`src/rtl/pwm_lock_pkg.sv`:
```
package pwm_lock_pkg;
  localparam int unsigned OFS_CNT  = 4'h0;
  localparam int unsigned OFS_PER  = 4'h4;
  localparam int unsigned OFS_DUTY = 4'h8;
  localparam int unsigned OFS_CTRL = 4'hC;

  localparam int unsigned B_EN    = 0;
  localparam int unsigned B_CONT  = 1;
  localparam int unsigned B_DLVL  = 3;
  localparam int unsigned B_ILVL  = 4;
  localparam int unsigned B_ALIGN = 5;
  localparam int unsigned B_LOCK  = 6;
  localparam int unsigned B_LPWR  = 8;

  localparam logic [31:0] CTRL_MASK = 32'h0000_017B;
endpackage

```
`src/rtl/pwm_lock_regs.sv`:
```
module pwm_lock_regs
  import pwm_lock_pkg::*;
#(
  parameter int DATA_W = 32,
  parameter int ADDR_W = 4
) (
  input  logic              clk,
  input  logic              rst,
  input  logic              wr_en,
  input  logic              rd_en,
  input  logic [ADDR_W-1:0] addr,
  input  logic [DATA_W-1:0] wr_data,
  input  logic [DATA_W-1:0] cnt,
  output logic [DATA_W-1:0] rd_data,
  output logic [DATA_W-1:0] stg_period,
  output logic [DATA_W-1:0] stg_duty,
  output logic [DATA_W-1:0] ctrl_q
);
  localparam logic [DATA_W-1:0] MASK = DATA_W'(CTRL_MASK);

  logic [DATA_W-1:0] rd_mux;

  always_ff @(posedge clk) begin
    if (rst) begin
      stg_period <= '0;
      stg_duty   <= '0;
      ctrl_q     <= '0;
    end else if (wr_en) begin
      case (addr)
        ADDR_W'(OFS_PER):  stg_period <= wr_data;
        ADDR_W'(OFS_DUTY): stg_duty   <= wr_data;
        ADDR_W'(OFS_CTRL): ctrl_q     <= wr_data & MASK;
        default: ;
      endcase
    end
  end

  always_comb begin
    case (addr)
      ADDR_W'(OFS_CNT):  rd_mux = cnt;
      ADDR_W'(OFS_PER):  rd_mux = stg_period;
      ADDR_W'(OFS_DUTY): rd_mux = stg_duty;
      ADDR_W'(OFS_CTRL): rd_mux = ctrl_q;
      default:           rd_mux = '0;
    endcase
  end

  always_ff @(posedge clk) begin
    if (rst)        rd_data <= '0;
    else if (rd_en) rd_data <= rd_mux;
  end

  a_r2_ctrl_masked: assert property (@(posedge clk) disable iff (rst)
    (ctrl_q & ~MASK) == '0);
endmodule

```
`src/rtl/pwm_lock_core.sv`:
```
module pwm_lock_core #(
  parameter int DATA_W = 32
) (
  input  logic              clk,
  input  logic              rst,
  input  logic              run,
  input  logic              lock,
  input  logic [DATA_W-1:0] stg_period,
  input  logic [DATA_W-1:0] stg_duty,
  input  logic              stg_dlvl,
  input  logic              stg_ilvl,
  output logic [DATA_W-1:0] cnt,
  output logic              pwm_out
);
  logic [DATA_W-1:0] per_act, duty_act;
  logic              dlvl_act, ilvl_act;
  logic              wrap, upd;

  assign wrap = (per_act == '0) || (cnt >= per_act - DATA_W'(1));
  assign upd  = !lock && (!run || wrap);

  always_ff @(posedge clk) begin
    if (rst) begin
      per_act  <= '0;
      duty_act <= '0;
      dlvl_act <= 1'b0;
      ilvl_act <= 1'b0;
    end else if (upd) begin
      per_act  <= stg_period;
      duty_act <= stg_duty;
      dlvl_act <= stg_dlvl;
      ilvl_act <= stg_ilvl;
    end
  end

  always_ff @(posedge clk) begin
    if (rst)              cnt <= '0;
    else if (!run || wrap) cnt <= '0;
    else                  cnt <= cnt + DATA_W'(1);
  end

  always_ff @(posedge clk) begin
    if (rst)                        pwm_out <= 1'b0;
    else if (!run || per_act == '0) pwm_out <= ilvl_act;
    else if (cnt < duty_act)        pwm_out <= dlvl_act;
    else                            pwm_out <= !dlvl_act;
  end

  a_r3_cnt_below_period: assert property (@(posedge clk) disable iff (rst)
    (per_act != '0) |-> (cnt < per_act));

  a_r4_idle_when_stopped: assert property (@(posedge clk) disable iff (rst)
    (!$past(rst) && !$past(run)) |-> (pwm_out == $past(ilvl_act)));

  a_r8_zero_period_idle: assert property (@(posedge clk) disable iff (rst)
    (!$past(rst) && $past(run) && $past(per_act) == '0) |-> (pwm_out == $past(ilvl_act)));

  a_r9_hold_midcycle: assert property (@(posedge clk) disable iff (rst)
    (!$past(rst) && $past(run) && !$past(wrap)) |->
      ($stable(per_act) && $stable(duty_act) && $stable(dlvl_act)));

  a_r10_hold_locked: assert property (@(posedge clk) disable iff (rst)
    (!$past(rst) && $past(lock)) |->
      ($stable(per_act) && $stable(duty_act) && $stable(dlvl_act) && $stable(ilvl_act)));
endmodule

```
`src/rtl/pwm_lock_timer.sv`:
```
module pwm_lock_timer
  import pwm_lock_pkg::*;
#(
  parameter int DATA_W = 32,
  parameter int ADDR_W = 4
) (
  input  logic              clk,
  input  logic              rst,
  input  logic              wr_en,
  input  logic              rd_en,
  input  logic [ADDR_W-1:0] addr,
  input  logic [DATA_W-1:0] wr_data,
  output logic [DATA_W-1:0] rd_data,
  output logic              pwm_out
);
  logic [DATA_W-1:0] cnt, stg_period, stg_duty, ctrl_q;
  logic              run;

  assign run = ctrl_q[B_EN] && ctrl_q[B_CONT];

  pwm_lock_regs #(.DATA_W(DATA_W), .ADDR_W(ADDR_W)) u_regs (
    .clk(clk), .rst(rst), .wr_en(wr_en), .rd_en(rd_en), .addr(addr),
    .wr_data(wr_data), .cnt(cnt), .rd_data(rd_data),
    .stg_period(stg_period), .stg_duty(stg_duty), .ctrl_q(ctrl_q)
  );

  pwm_lock_core #(.DATA_W(DATA_W)) u_core (
    .clk(clk), .rst(rst), .run(run), .lock(ctrl_q[B_LOCK]),
    .stg_period(stg_period), .stg_duty(stg_duty),
    .stg_dlvl(ctrl_q[B_DLVL]), .stg_ilvl(ctrl_q[B_ILVL]),
    .cnt(cnt), .pwm_out(pwm_out)
  );
endmodule

```
`config.mk`:
```
export PLATFORM = sky130hd
export DESIGN_NAME = pwm_lock_timer
export DESIGN_NICKNAME = d
export VERILOG_FILES = /design/src/rtl/pwm_lock_pkg.sv /design/src/rtl/pwm_lock_regs.sv /design/src/rtl/pwm_lock_core.sv /design/src/rtl/pwm_lock_timer.sv
export SDC_FILE = /design/constraint.sdc
export NUM_CORES = 1
export LEC_CHECK = 0
export BUFFER_PORTS_ARGS = -buffer_cell sky130_fd_sc_hd__buf_4
export CORE_ASPECT_RATIO = 0.75
export CORE_MARGIN = 1.5
export CORE_UTILIZATION = 61
export DETAILED_ROUTE_END_ITERATION = 10
export PLACE_DENSITY = 0.81
export SKIP_LAST_GASP = 1
export SYNTH_ARGS = -nofsm -noshare
export SYNTH_HDL_FRONTEND = slang
export SYNTH_SLANG_ARGS = --single-unit
```
`constraint.sdc`:
```
create_clock -name clk -period 5.4 [get_ports clk]
set_input_delay 1.35 -clock clk [delete_from_list [all_inputs] [get_ports clk]]
set_output_delay 1.35 -clock clk [all_outputs]
set_load 0.02 [all_outputs]
```
Word level (Yosys, flattened, before mapping)

Cells that the tools add are included.
W data, S select, Z words.

Input bits: 40
Word-level logic and storage cells: 34
Register bits after elaboration: 202
Output and inout bits: 33

Mux-type cells: 3
$add $sub $neg: 2
Equality and inequality tests: 3
Reduce and logical (&&, ||, !) cells: 14
Magnitude comparators: 2

Operators with widths:

| operator                | count |
|---|---|
| $pmux W32 S4            | 1 |
| $add A32 B1 Y32 const B | 1 |
| $ge A32 B32 Y1          | 1 |
| $logic_not A32 Y1       | 1 |
| $lt A32 B32 Y1          | 1 |
| $sub A32 B1 Y32 const B | 1 |
| $eq A4 B4 Y1 const B    | 2 |
| $reduce_and A2 Y1       | 3 |
| $eq A4 B3 Y1 const B    | 1 |
| $logic_not A4 Y1        | 1 |
| $logic_not A1 Y1        | 3 |
| $logic_or A1 B1 Y1      | 3 |
| $logic_and A1 B1 Y1     | 2 |
| $mux W1                 | 2 |
| $reduce_or A2 Y1        | 1 |

Depth between registers and ports, before layout

Gate-level depths: netlist of the first run.

Depth after elaboration: 5
Mapped depth: 19
Depth with buffers taken out: 17

By module

Synthesis of the first run repeated with hierarchy kept, for this count alone.

Cells, all modules: 1232
Area, all modules: 11202.0 um^2

By module, submodules not included:

| module         | area an instance (um^2) | times used | cells an instance | seq. area each (um^2) |
|---|---|---|---|---|
| pwm_lock_core  | 6344.8                  | 1          | 718               | 1981.9 |
| pwm_lock_regs  | 4850.9                  | 1          | 513               | 2062.0 |
| pwm_lock_timer | 6.3                     | 1          | 1                 | 0.0 |

Least setup slack after synthesis of the first run

OpenSTA, ideal clock, no wires.

Kind: flip-flop to flip-flop
Start point: register u_core.per_act[10]
End point: register u_core.duty_act[10]
Period minus slack after synthesis: 4.156 ns
Path buffers: 1
Stages on the path, launching flop included: 16
Data required time: 5.313 ns
Library setup time: 0.087 ns
Data arrival time: 4.069 ns
Slack: 1.244 ns
Cells stage by stage: dfxtp_1 > or4_1 > nor3_2 > nand3_1 > or3_1 > nor3_1 > xnor2_1 > ha_1 > nand4_1 > nor3_1 > inv_1 > a2111oi_0 > a211oi_2 > buf_6 > or4b_1 > o31ai_1

Word-level cells in the longest chain between the ends: 5
Elaborated cells between the ends (all ways): 6
Those cells by class: 1 x add/sub; 1 x order compare; 4 x reduce/logical

Ends and longest elaborated chain:

| element                | RTL line            | RTL |
|---|---|---|
| start, declared        | pwm_lock_core.sv:15 | `logic [DATA_W-1:0] per_act, duty_act;` |
| start signal, assigned | pwm_lock_core.sv:29 | `per_act <= stg_period;` |
| $sub A32 B1 Y32        | pwm_lock_core.sv:19 | `assign wrap = (per_act == '0) \|\| (cnt >= per_act - DATA_W'(1));` |
| $ge A32 B32 Y1         | pwm_lock_core.sv:19 |  |
| $logic_or A1 B1 Y1 *   | pwm_lock_core.sv:19 |  |
| $logic_or A1 B1 Y1 *   | pwm_lock_core.sv:20 | `assign upd = !lock && (!run \|\| wrap);` |
| $logic_and A1 B1 Y1 *  | pwm_lock_core.sv:20 |  |
| end signal, assigned   | pwm_lock_core.sv:30 | `duty_act <= stg_duty;` |
| end, declared          | pwm_lock_core.sv:15 |  |

Mark *: on every way between the ends. The rest lies on a longest branch, timed or not.
A chain may end at the register's enable or synchronous reset.

Worst setup path after layout of the first run

Start point: register u_core.per_act[0]
End point: register u_core.duty_act[28]

The elaborated chain is that of the path after synthesis.

==> flow_metrics.tcl, run 1 <==
set metrics [dict create \
    status "finished clean" \
    cts_root_buf "clkbuf_16" \
    period_needed_ns 4.89 \
    antenna_found_initial 0 \
    cap_viol_max_count 0 \
    reg2reg_depth 17 \
    worstHoldPathType "reg -> reg" \
    clkSinkCount 202 \
    yosysUniqueCellTypes 50 \
    arrival_ns 5.29 \
    vdd_drop_max_mv 0.245 \
    via_per_inst 6.12 \
    overflow 0 \
    rsz0062_at_grt "no" \
    cts_inserted_buffers 21 \
    path_class "reg -> reg" \
    dieArea_mm2 0.0175 \
    synthCells 1207 \
    die_h_um 115 \
    period_share_pct 90.6 \
    synth_edf_count 0 \
    postPlaceCellArea_mm2 0.0108 \
    gp_congestion 0.886 \
    final.setup.tns_ns 0 \
    final_layout_size_suffix_gt1_share_pct 10.5 \
    cts_max_level 1 \
    track_usage_pct 31.1 \
    post_cts_resize_count 0 \
    critPathMaxFanout 44 \
    synth-main-ff-cell "dfxtp_1" \
    setup-violations-final 0 \
    grt_max_degree 181 \
    dr.pass1.iters 9 \
    n_fill_cell 1264 \
    whs_ns 0.465 \
    crit_required_ns 5.80 \
    cts.path.max_buffers 3 \
    final-seq-area_mm2 0.00404 \
    hold_buffers 0 \
    numPortBuffers 72 \
    clock_latency_ns 0.50 \
    die_x_um 152 \
    slew_violations 0 \
    seq_area_frac_synth_pct 39.8 \
    syn-num-nets 1312 \
    drcViolationCount 0 \
    routedWlPerCell_um 18.7 \
    end_kind "flop" \
    clk_pin_slew_ns 0.06 \
    post-route-util_pct 70.9 \
    dpl.hpwl_mm 18.3 \
    rows 40 \
    io_pins 73 \
    multi_input_area_mm2 0.00567 \
    avgSynthCellArea_um2 8.43 \
    critPathLaunchType "flop" \
    hold-path-cell-count 2 \
    final_hold_viol_count 0 \
    power_leakage_nw 4.37 \
    power_density_mw_per_mm2 268 \
    max_freq_mhz 204 \
    drt_iter0_markers 973 \
    syn_to_final_growth_pct 12.7 \
    yosysWarnings 0 \
    vias 8971 \
    final_antenna_net_count 0 \
    coreArea_mm2 0.0162 \
    tritoncts "built" \
    ys_ff_latch 202 \
    synthArstFlopShare_pct 0 \
    grt_pass1_wl_mm 44.1 \
    cts_setup_buffers 0 \
    wirelength_mm 27.5 \
    tightest_slew_ns 1.26 \
    final_design_area_no_fill_mm2 0.0115 \
    netlist_area_mm2 0.0102 \
    start_util_pct 62.9 \
    maxSlewHeadroom_pct 16.2 \
    diodes 0 \
    grt_pass1_vias 8414 \
    worst_clock_skew_ns 0.0104 \
    final_nets 1346 \
]
## power breakdown
group	switching [mW]	internal, mW
registers	0.00835	1.50
clock network	0.592	0.779
logic	0.115	0.0759
total	0.716	2.35
## critical path, stage by stage (launching register included)
cell and delay (ns):
dfxtp_1 0.31, inv_1 0.12, ha_1 0.21, or4b_4 0.52, nor3_1 0.22, nand2_1 0.16
nor3_1 0.32, xnor2_1 0.16, ha_1 0.26, nand2_1 0.06, o21ai_0 0.11, a2111oi_0 0.83
a2111oi_0 0.37, a211oi_4 0.30, buf_4 0.29, nor2_4 0.06, buf_12 0.19, o31ai_1 0.25
## synthesized netlist by cell type (all sizes together), types with 14 or more instances
cell type	number	area share, %
dfxtp	202	40
nand2	173	6.4
a21oi	136	6.7
nor2	124	4.6
nand2b	69	4.2
clkbuf	68	2.5
ha	65	8.0
xnor2	44	3.8
inv	40	1.5
or4b	34	3.4
mux2i	33	3.2
o31ai	33	2.4
a222oi	25	2.5
nand3	25	1.3
a22oi	14	1.0
nor3	14	0.74
xor2	14	1.2
## routing by layer
layer	routed length, µm	track usage, %
met1	12400	43.7
met2	12100	49.2
met3	2400	6.03
met4	576	8.35
met5	0	0
## state kept, by name (all words and copies together) (netlist names)
signal and cells:
u_regs.stg_period 32, u_core.per_act 32, u_regs.ctrl_q 7, u_core.pwm_out 1, u_core.cnt 32, u_core.dlvl_act 1, u_regs.stg_duty 32, u_regs.rd_data 32
u_core.ilvl_act 1, u_core.duty_act 32
## stage by stage
| stage | instances | setup WS, ns | total power [mW] |
|---|---|---|---|
| 2_1_floorplan | 1207 | 1.24 | 1.66 |
| 6_report | 1466 | 0.507 | 3.07 |
| 4_1_cts | 1466 | 0.560 | 3.08 |
| 5_1_grt | 1466 | 0.201 | 3.16 |
| 3_3_place_gp | 1428 | 0.735 | 1.72 |
| 3_5_place_dp | 1428 | 0.566 | 1.73 |
## final timing paths
| kind | from | end | slack, ns |
|---|---|---|---|
| max | u_core.per_act[0] | u_core.duty_act[28] | 0.51 |
| min | u_regs.stg_duty[23] | u_regs.stg_duty[23] | 0.47 |
| max reg2reg | u_core.per_act[0] | u_core.duty_act[28] | 0.51 |
| min reg2reg | u_regs.stg_duty[23] | u_regs.stg_duty[23] | 0.47 |
## layout by cell type (no fill, tap or decap), types with 24 or more instances in the layout
master      n
dfxtp_1   202
or4b_1     33
inv_1      40
a21oi_1   136
nand3_1    24
o31ai_1    33
nand2_1   173
a222oi_1   25
buf_4      89
nand2b_1   69
mux2i_1    33
ha_1       65
xnor2_1    44
nor2_1    122
## cells by family (layout without fill, tap and decap cells)
family	count (synthesis)	in the layout	synth area share, %
flops	202	202	39.8
compound gates	239	239	15.0
simple gates	490	490	24.2
xor+xnor	58	58	5.00
fa+ha+maj	65	65	8.00
buf+inv	120	169	4.82
mux	33	33	3.25
## layout make-up
class | count | area share [%]
flip-flops and latches | 202 | 35.3
clock buffers | 33 | 5.33
well taps | 210 | 2.29
repair buffers | 91 | 6.10
multi-input cells | 885 | 49.4
inverters | 40 | 1.31
clock inverters | 5 | 0.295
(Power assumes the default switching activity.)
==> run 2, diff against run 1 <==
==> constraint.sdc (replaced) <==
create_clock -name clk -period 5.4 [get_ports clk]
set_input_delay 0.81 -clock clk [delete_from_list [all_inputs] [get_ports clk]]
set_output_delay 0.81 -clock clk [all_outputs]
set_load 0.02 [all_outputs]
==> flow_metrics.tcl, run 2 (synthesized netlist as in run 1, its figures left out) <==
set metrics [dict create \
    slew_violations 0 \
    cp-startpoint "u_core.per_act[0]" \
    routedWlPerCell_um 18.7 \
    final_cells 1463 \
    critPathMaxFanout 39 \
    rows 40 \
    hold-path-cell-count 2 \
    final_layout_size_suffix_gt1_share_pct 10.7 \
    end_kind "flop" \
    final.setup.tns_ns 0 \
    cap_viol_max_count 0 \
    r2r-end "u_core.duty_act[29]" \
    gp_congestion 0.887 \
    track_usage_pct 31.0 \
    wirelength_mm 27.4 \
    grt_pass1_wl_mm 44.2 \
    status "finished clean" \
    final_antenna_net_count 0 \
    grt_pass1_vias 8434 \
    post-route-util_pct 71.0 \
    coreArea_mm2 0.0162 \
    clk_pin_slew_ns 0.07 \
    die_x_um 152 \
    reg2reg_depth 17 \
    critPathLaunchType "flop" \
    rsz0062_at_grt "yes" \
    max_freq_mhz 195 \
    final_hold_viol_count 0 \
    die_h_um 115 \
    drt_iter0_markers 1038 \
    min_to "u_regs.ctrl_q[5]" \
    grt_max_degree 154 \
    worstHoldPathType "reg -> reg" \
    crit_required_ns 5.81 \
    most-common-layout-cells "dfxtp_1, nand2_1, a21oi_1" \
    path_class "reg -> reg" \
    tightest_slew_ns 1.20 \
    final_common_cell "dfxtp_1" \
    power_mw 3.10 \
    rr_startpoint "u_core.per_act[0]" \
    r2r_slack_ns 0.28 \
    n_fill_cell 1254 \
    power_leakage_nw 4.38 \
    vias 8992 \
    clock_latency_ns 0.50 \
    vdd_drop_max_mv 0.234 \
    hold_start "u_regs.ctrl_q[5]" \
    tritoncts "built" \
    io_pins 73 \
    via_per_inst 6.15 \
    diodes 0 \
    whs_ns 0.467 \
    power_density_mw_per_mm2 270 \
    syn_to_final_growth_pct 12.8 \
    maxSlewHeadroom_pct 20.2 \
    final_nets 1345 \
    antenna_found_initial 0 \
    setup-violations-final 0 \
    dieArea_mm2 0.0175 \
    cts_root_buf "clkbuf_16" \
    dpl.hpwl_mm 18.3 \
    start_util_pct 62.9 \
    cts_max_level 1 \
    arrival_ns 5.53 \
    cts_inserted_buffers 20 \
    period_share_pct 94.9 \
    worst_clock_skew_ns 0.0175 \
    overflow 0 \
    dr.pass1.iters 8 \
    numPortBuffers 72 \
    cts.path.max_buffers 3 \
    period_needed_ns 5.12 \
    place_inst 1428 \
    clkSinkCount 202 \
    drcViolationCount 0 \
]
==> run 2: worst max-delay path by stage <==
stage / to / slack (ns) / cells after the start
after floorplan: u_core.duty_act[10] / 1.24 / 15
after global placement: u_core.per_act[31] / 0.60 / 16
after detailed placement: u_core.per_act[28] / 0.44 / 16
after CTS: u_core.per_act[28] / 0.37 / 16
after global routing: u_core.duty_act[29] / -0.005 / 17
final: u_core.duty_act[29] / 0.28 / 17
==> run 2: report_power, final <==
| part | switching [mW] | internal [mW] | total, mW |
|---|---|---|---|
| Clock | 0.580 | 0.818 | 1.40 |
| Sequential | 0.00842 | 1.50 | 1.51 |
| Combinational | 0.116 | 0.0758 | 0.192 |
==> run 2: area by class of cell <==
type                       instances  area [µm²]  area share [%]
clock inverter                     3        15.0           0.131
sequential                       202        4040            35.2
tap                              210         263            2.29
timing repair buffer              91         687            5.99
inverter                          40         150            1.31
multi-input combinational        885        5670            49.4
clock buffer                      32         647            5.64
==> run 2: repair_timing <==
| item | CTS | global route |
|---|---|---|
| endpoints found under the setup margin | 0 | 7 |
| hold buffers | 0 | 0 |
| gates resized for setup | 0 | 1 |
| setup buffers | 0 | 0 |
==> run 2: layer usage <==
layer / global-route usage (%) / vias up / share of wire [%]
met3: 6.07 / 56 / 9.2
met1: 44.5 / 4243 / 46
met4: 9.45 / 0 / 2.4
met5: 0 / - / 0
li1: - / 4298 / -
met2: 47.4 / 395 / 43
==> run 2: metrics by stage <==
stage	setup WS [ns]	instance area, µm²
after floorplan	1.24	10200
after global placement	0.595	10800
after detailed placement	0.445	10800
after CTS	0.371	11500
after global routing	-0.00530	11500
final	0.275	11500
==> run 2: critical path: stages (launching register included) <==
cell and delay (ns):
dfxtp_1 0.31, inv_1 0.12, ha_1 0.22, or4b_4 0.52, nor3_1 0.28, nand2_1 0.19, nor3_1 0.33, xnor2_1 0.13
ha_1 0.20, a21oi_1 0.14, o21ai_0 0.17, a2111oi_0 0.79, o211ai_1 0.31, a211oi_4 0.33, buf_4 0.31, nor2_4 0.05
buf_4 0.30, o31ai_1 0.28
